File: config.mk
export PLATFORM = sky130hd
export DESIGN_NAME = modexp_seq
export DESIGN_NICKNAME = d
export VERILOG_FILES = /design/src/rtl/modexp_pkg.sv /design/src/rtl/modexp_lead_one.sv /design/src/rtl/modexp_operand_mux.sv /design/src/rtl/modexp_seq.sv
export SDC_FILE = /design/constraint.sdc
export NUM_CORES = 1
export LEC_CHECK = 0
export ABC_AREA = 1
export BUFFER_PORTS_ARGS = -buffer_cell sky130_fd_sc_hd__buf_2
export CAP_MARGIN = 25
export CORE_MARGIN = 8
export CORE_UTILIZATION = 50
export CTS_BUF_LIST = sky130_fd_sc_hd__clkbuf_4 sky130_fd_sc_hd__clkbuf_8
export CTS_CLUSTER_DIAMETER = 40
export DETAILED_ROUTE_END_ITERATION = 16
export GPL_TIMING_DRIVEN = 0
export PLACE_DENSITY = 0.85
export SLEW_MARGIN = 25
export SYNTH_ARGS = -nofsm -noshare
export SYNTH_HDL_FRONTEND = slang
export SYNTH_SLANG_ARGS = --single-unit
File: constraint.sdc
create_clock -name clk -period 4.03 [get_ports clk]
set_input_delay 0.403 -clock clk [delete_from_list [all_inputs] [get_ports clk]]
set_output_delay 0.403 -clock clk [all_outputs]
set_load 0.02 [all_outputs]
File: src/rtl/modexp_pkg.sv
package modexp_pkg;

    // Sequencer phase; each non-idle phase issues exactly one product
    typedef enum logic [2:0] {
        PH_IDLE,
        PH_ENTER,
        PH_SQUARE,
        PH_MULT,
        PH_LEAVE
    } phase_e;

    // Operand source selects
    typedef enum logic [2:0] {
        OPS_ACC,
        OPS_XDOM,
        OPS_ONE,
        OPS_RSQ,
        OPS_XIN
    } opsel_e;

endpackage

File: src/rtl/modexp_lead_one.sv
module modexp_lead_one #(
    parameter int WIDTH = 32,
    localparam int IDX_W = $clog2(WIDTH)
) (
    input  logic [WIDTH-1:0] vec_i,
    output logic [IDX_W-1:0] idx_o,
    output logic             any_o
);

    // Highest set bit; later iterations overwrite earlier ones
    always_comb begin
        idx_o = '0;
        any_o = 1'b0;
        for (int i = 0; i < WIDTH; i++) begin
            if (vec_i[i]) begin
                idx_o = IDX_W'(i);
                any_o = 1'b1;
            end
        end
    end

    always_comb begin

        if (any_o) top_bit_set_chk: assert (vec_i[idx_o] == 1'b1);
    end

endmodule

File: src/rtl/modexp_operand_mux.sv
module modexp_operand_mux #(
    parameter int WIDTH = 32
) (
    input  modexp_pkg::opsel_e sel_i,
    input  logic [WIDTH-1:0]   acc_i,
    input  logic [WIDTH-1:0]   xdom_i,
    input  logic [WIDTH-1:0]   rsq_i,
    input  logic [WIDTH-1:0]   xin_i,
    output logic [WIDTH-1:0]   val_o
);
    import modexp_pkg::*;

    always_comb begin
        unique case (sel_i)
            OPS_ACC:  val_o = acc_i;
            OPS_XDOM: val_o = xdom_i;
            OPS_ONE:  val_o = WIDTH'(1);
            OPS_RSQ:  val_o = rsq_i;
            OPS_XIN:  val_o = xin_i;
            default:  val_o = acc_i;
        endcase
    end

endmodule

File: src/rtl/modexp_seq.sv
module modexp_seq #(
    parameter int WIDTH = 32
) (
    input  logic             clk,
    input  logic             rst_n,
    input  logic             start_i,
    input  logic [WIDTH-1:0] x_i,
    input  logic [WIDTH-1:0] exp_i,
    input  logic [WIDTH-1:0] rmod_i,
    input  logic [WIDTH-1:0] rsq_i,
    output logic             mul_start_o,
    output logic [WIDTH-1:0] mul_a_o,
    output logic [WIDTH-1:0] mul_b_o,
    input  logic             mul_done_i,
    input  logic [WIDTH-1:0] mul_res_i,
    output logic             done_o,
    output logic [WIDTH-1:0] result_o
);
    import modexp_pkg::*;

    localparam int IDX_W = $clog2(WIDTH);

    typedef struct packed {
        phase_e           phase;
        logic             waiting;
        logic [WIDTH-1:0] xin;
        logic [WIDTH-1:0] expo;
        logic [WIDTH-1:0] rsq;
        logic [WIDTH-1:0] xdom;
        logic [WIDTH-1:0] acc;
        logic [IDX_W-1:0] idx;
        logic [WIDTH-1:0] result;
        logic             done;
    } seq_state_t;

    seq_state_t cur_q, nxt_d;

    logic [IDX_W-1:0] top_idx;
    logic             exp_nonzero;
    opsel_e           sel_d [2];
    logic [WIDTH-1:0] opnd  [2];
    logic             mul_start_d;

    modexp_lead_one #(.WIDTH(WIDTH)) i_lead (
        .vec_i (exp_i),
        .idx_o (top_idx),
        .any_o (exp_nonzero)
    );

    // Operand selects follow the phase only
    always_comb begin
        unique case (cur_q.phase)
            PH_ENTER:  begin sel_d[0] = OPS_XIN; sel_d[1] = OPS_RSQ;  end
            PH_MULT:   begin sel_d[0] = OPS_ACC; sel_d[1] = OPS_XDOM; end
            PH_LEAVE:  begin sel_d[0] = OPS_ACC; sel_d[1] = OPS_ONE;  end
            default:   begin sel_d[0] = OPS_ACC; sel_d[1] = OPS_ACC;  end
        endcase
    end

    for (genvar g = 0; g < 2; g++) begin : g_opnd
        modexp_operand_mux #(.WIDTH(WIDTH)) i_mux (
            .sel_i  (sel_d[g]),
            .acc_i  (cur_q.acc),
            .xdom_i (cur_q.xdom),
            .rsq_i  (cur_q.rsq),
            .xin_i  (cur_q.xin),
            .val_o  (opnd[g])
        );
    end

    always_comb begin
        nxt_d       = cur_q;
        nxt_d.done  = 1'b0;
        mul_start_d = 1'b0;
        if (cur_q.phase == PH_IDLE) begin
            if (start_i) begin
                nxt_d.xin  = x_i;
                nxt_d.expo = exp_i;
                nxt_d.rsq  = rsq_i;
                nxt_d.acc  = rmod_i;
                nxt_d.idx  = top_idx;
                if (exp_nonzero) begin
                    nxt_d.phase = PH_ENTER;
                end else begin
                    nxt_d.result = WIDTH'(1);
                    nxt_d.done   = 1'b1;
                end
            end
        end else if (!cur_q.waiting) begin
            mul_start_d   = 1'b1;
            nxt_d.waiting = 1'b1;
        end else if (mul_done_i) begin
            nxt_d.waiting = 1'b0;
            unique case (cur_q.phase)
                PH_ENTER: begin
                    nxt_d.xdom  = mul_res_i;
                    nxt_d.phase = PH_SQUARE;
                end
                PH_SQUARE, PH_MULT: begin
                    nxt_d.acc = mul_res_i;
                    if (cur_q.phase == PH_SQUARE && cur_q.expo[cur_q.idx]) begin
                        nxt_d.phase = PH_MULT;
                    end else if (cur_q.idx == '0) begin
                        nxt_d.phase = PH_LEAVE;
                    end else begin
                        nxt_d.idx   = cur_q.idx - 1'b1;
                        nxt_d.phase = PH_SQUARE;
                    end
                end
                PH_LEAVE: begin
                    nxt_d.result = mul_res_i;
                    nxt_d.done   = 1'b1;
                    nxt_d.phase  = PH_IDLE;
                end
                default: nxt_d.phase = PH_IDLE;
            endcase
        end
    end

    always_ff @(posedge clk or negedge rst_n) begin
        if (!rst_n) begin
            cur_q       <= '0;
            cur_q.phase <= PH_IDLE;
        end else begin
            cur_q <= nxt_d;
        end
    end

    assign mul_start_o = mul_start_d;
    assign mul_a_o     = opnd[0];
    assign mul_b_o     = opnd[1];
    assign done_o      = cur_q.done;
    assign result_o    = cur_q.result;


    single_request_chk: assert property (@(posedge clk) disable iff (!rst_n)
        mul_start_o |=> !mul_start_o);


    operands_held_chk: assert property (@(posedge clk) disable iff (!rst_n)
        (cur_q.waiting && !mul_done_i) |=> ($stable(mul_a_o) && $stable(mul_b_o)));


    done_pulse_chk: assert property (@(posedge clk) disable iff (!rst_n)
        (done_o && !start_i) |=> !done_o);


    busy_ignores_start_chk: assert property (@(posedge clk) disable iff (!rst_n)
        (cur_q.phase != PH_IDLE) |=> ($stable(cur_q.xin) && $stable(cur_q.expo)));

endmodule

# After elaboration in Yosys (flattened, before gate mapping)
# Cells that the tools add are included.
[classes]
bitwise_logic = 1
reduce_logical = 14
magnitude_cmp = 1
mux = 88
n_eq_ne = 17
add_sub_neg = 1
[ops]
columns = ["operator", "n"]
rows = [
  ["$mux 70", 4],
  ["$pmux 32 s4", 2],
  ["$mux 5", 18],
  ["$mux 33", 2],
  ["$mux 1", 37],
  ["$mux 37", 1],
  ["$mux 4", 9],
  ["$mux 3", 10],
  ["$eq 3x2->1 const B", 6],
  ["$pmux 6 s3", 1],
  ["$reduce_and 4->1", 3],
  ["$ne 2x2->1 const B", 5],
  ["$eq 3x1->1 const B", 3],
  ["$eq 3x3->1 const B", 3],
  ["$reduce_bool 2->1", 4],
  ["$lt 5x6->1 const B", 1],
  ["$pmux 3 s2", 1],
  ["$reduce_and 6->1", 1],
  ["$bmux 1 s5", 1],
  ["$logic_not 5->1", 1],
  ["$reduce_and 5->1", 1],
  ["$sub 5x1->5 const B", 1],
  ["$mux 2", 2],
  ["$logic_not 3->1", 1],
  ["4 further kinds", 4],
]
[word_totals]
regBits = 202
in_bits = 164

# Depth between registers and ports, before layout
[logic_depth]
depth_word = 35
ltp_mapped = 31
mapped_depth_nobuf = 31

# By module
# From an unflattened synthesis, not the netlist that was laid out.
[hier_totals]
cells_unflattened = 1555
area_unflattened_um2 = 11970.2
[modules_own_cells]
columns = ["mod", "area_per_inst_um2", "cells_each", "instances", "seq_area_each_um2"]
rows = [
  ["modexp_seq", 8642.0, 861, 1, 5054.8],
  ["modexp_operand_mux", 1448.9, 294, 2, 0.0],
  ["modexp_lead_one", 430.4, 106, 1, 0.0],
]

# Least setup slack after synthesis
# No wires, ideal clock.
[synth_timing]
kind = "register to output"
from = "register cur_q[199] (netlist name)"
to = "output port mul_a_o[0]"
path_slack_ps = 2027
path_stages_with_launch = 8
arrival_time_ps = 1600
t_required_ps = 3627
n_path_buf = 3
cell_sequence = "dfrtp_1 > buf_2 > inv_1 > nor3_1 > clkbuf_1 > buf_1 > nand2_1 > o21ai_0"
[synth_via]
elab_chain_len = 4
[synth_lines]
columns = ["element", "line", "rtl"]
rows = [
  ["start, declared", "modexp_seq.sv:36", "seq_state_t cur_q, nxt_d;"],
  ["start signal, assigned", "modexp_seq.sv:125", "cur_q <= nxt_d;"],
  ["$eq 3x3->1 (tied with other cells)", "modexp_seq.sv:52", "unique case (cur_q.phase)"],
  ["$pmux 6 s3 *", "modexp_seq.sv:52", ""],
  ["$eq 3x3->1 (tied with other cells)", "modexp_operand_mux.sv:14", "unique case (sel_i)"],
  ["$pmux 32 s4 *", "modexp_operand_mux.sv:14", ""],
  ["end, declared", "modexp_seq.sv:12", "output logic [WIDTH-1:0] mul_a_o,"],
]
# Every way passes the cells marked *; elsewhere a longest branch is shown, timed or not.

# Worst setup path after layout
# Ends and elaborated chain as after synthesis.

==> results.md <==
* Post-synthesis sequential area ratio at approximately 52%
* Drt wl/cell at 18.44 um
* Routed Antenna Nets at 0
* Fill count at roughly 1,700
* Layout Nets at 1,741
* Tmin final at between 3000 and 4000 ps
* Synth Warn # at 0
* Reg area at 0.005055 mm^2
* GR Util met3 at roughly 7.6%
* Final setup margin at 626.2 ps
* Pin count of the biggest net entering global routing at between 90 and 100
* Met2 usage at 41.53%
* Min-Delay Path Class: primary input to register
* Hold Fails Final Rpt at 0
* Drt first pass iters at 6
* Final HPWL DP at between 20 and 30 mm
* WP data arrival at 3000 ps
* CTS Buf Count at 38
* Crit share post-route at 84.46%
* CP Capture Type: primary output
* Effective utilization at floorplan at between 50 and 60%
* Cell taking the most area after synthesis: dfrtp_1
* CTS tree: done
* Leakage at between 6 and 7 nW
* Syn Inst Count at 1,272
* Die Wd at around 160 um
* Core Box Area at 0.01933 mm^2
* Slowest stage delay, CP at approximately 580 ps
* Post-synth ARST share at 100.0%
* Routed WL at 34.51 mm
* R2r setup slk at between 1500 and 2000 ps
* Via count at about 10,000
* Clock sinks at just over 200
* Largest cells by area after synthesis: dfrtp_1 (52%), nand2_1 (21%), o21ai_0 (5.5%)
* Synthesized Nets at between 1,000 and 1,500
* # H-tree levels at 2
* Max_cap viols at 0
* Clock skew at 24.90 ps
* Syn_area_per_cell at a little under 8 um^2
* Drc violations at 0
* #FFs+latches synth at 202
* PostCTS Resize Cnt at 0
* 1st-iter DRT viols at 951
* Critical-path cell list: buf_2, inv_1, nor3_1, clkbuf_1, buf_1, nand2_1, o21ai_0, buf_2
* Slew of the pin with the lowest slew margin at ~730 ps
* Count of cell types in the netlist at 34
* Synthesized area at slightly below 0.01 mm^2
* Max-slew headroom at between 50% and 60%
* Cell Area, Placed at roughly 0.011 mm^2
* Max-slew violations at 0
* Chip height at between 150 and 200 um
* Post-synth top area share at between 50% and 60%
* Most frequent cell on the critical path: buf_2
* RSZ-0062 raised after global routing: no
* Fin area at about 0.012 mm^2
* CP required at ~3600 ps
* # IOs at about 260
* Final Util at about 63%
* First-pass GRT wire length at roughly 53 mm
* Commonest non-fill, non-tap cell in the layout: nand2_1
* Startpoint types: register
* Most frequent cells in the layout: nand2_1 (545), buf_2 (276), dfrtp_1 (202)
* Vias in the first global route at between 10,000 and 15,000
* Final setup viols at 0
* # rows at between 50 and 60
* Routability-driven placement congestion ratio at approximately 0.94
* EDFF count, synth at 0
* CP max-delay cell: clkbuf_1
* Worst-path clk slew at about 60 ps
* Worst VDD drop at 425.3 uV
* Hold-fix buffers, CTS at 1
* Pwr Total at ~11 mW
* Clock tree buffer depth at 3
* Outcome: complete, no violations
* Total grt overflow at 0
* Port bufs at between 200 and 300
* Die ar. at 0.02430 mm^2
* GR peak layer: met2
* GR Util met1 at roughly 37%
* Area Growth Syn to Fin at 25.43%
* Crit path max fanout at 10
* Root buf cell: clkbuf_8
* Worst-skew pair later-pin latency at ~530 ps
* Initial antenna violation count at 6
* Vias/cell at 5.358
* Top_reg_cell synth: dfrtp_1
* Setup WS pre-CTS at around 1300 ps
* Cell Pwr Density at approximately 890 mW/mm^2
* Global-route usage over all layers at between 20% and 30%
* Fmax at roughly 290 MHz
* Critical path type: register to primary output
* # Post-CTS Setup Buffers at 0
* Ratio of cells with drive above 1 in the final layout at roughly 24%
* Area of the multi-input gates at slightly below 0.004 mm^2
==> worst max-delay path, delay by kind of cell, from the launching register on <==
family | cells | cell delay (ps)
AO/OA/AOI/OAI | 1 | 170
buffers and inverters | 5 | 1600
AND/OR/NAND/NOR | 2 | 390
flip-flops | 1 | 310
==> routing by layer <==
layer	vias to the layer above	wire, um
met5	-	12
met4	2	1703
met3	112	4004
met2	616	15010
met1	4625	13790
li1	4676	-
==> registers in the layout (all words and copies together), names as in the netlist <==
name and flops:
done_o 1, result_o 32, cur_q 169
==> final cells by class <==
cell class,instances,area share (%)
sequential,202,41.18
multi-input combinational,882,31.59
timing repair buffer,264,11.25
clock buffer,56,5.719
buffer,108,4.506
tap,265,2.701
inverter,80,2.446
clock inverter,9,0.4791
antenna,6,0.1223
==> power by group <==
group          switching, mW  internal [mW]
registers              0.653           2.94
clock network          0.875           1.12
logic                   3.62           1.71
total                   5.15           5.76
==> per-stage QoR <==
| stage | TNS [ps] | hold slack, ps | instances |
|---|---|---|---|
| CTS | 0 | 44.25 | 1866 |
| finish | 0 | 58.97 | 1872 |
| floorplan | 0 | 107.4 | 1272 |
| global placement | -144860 | 462.4 | 1798 |
| global route | 0 | 59.07 | 1871 |
| detailed placement | 0 | 340.7 | 1800 |
==> kinds of logic (layout without fill, tap and decap cells) <==
| family | after synthesis | in the layout | share of synthesized area, % |
|---|---|---|---|
| fa+ha+maj | 1 | 1 | 0.1278 |
| buf+inv | 188 | 517 | 8.720 |
| compound gates | 206 | 206 | 12.73 |
| other cells | 0 | 6 | 0 |
| xor+xnor | 3 | 3 | 0.2686 |
| flops | 202 | 202 | 51.66 |
| simple gates | 672 | 672 | 26.49 |
==> Yosys cell counts, types with 8 or more instances <==
master and count:
dfrtp_1 202, buf_4 32, o21ai_0 108, a31oi_1 33
buf_2 16, o21ai_1 9, nand2_1 545, nand3_1 39
inv_1 72, inv_2 8, clkbuf_1 53, nor2_1 79
a32oi_1 31
==> final timing paths <==
| check | depth (start not counted) | end | startpoint |
|---|---|---|---|
| worst max-delay path | 8 | mul_a_o[0] | cur_q[199] |
| worst min-delay path | 3 | cur_q[111] | rsq_i[9] |
| worst max register to register | 13 | cur_q[54] | cur_q[199] |
| worst min register to register | 2 | cur_q[176] | cur_q[176] |
| max in group asynchronous | 4 | cur_q[112] | rst_n |
| min in group asynchronous | 2 | cur_q[153] | rst_n |
(Power assumes the default switching activity.)
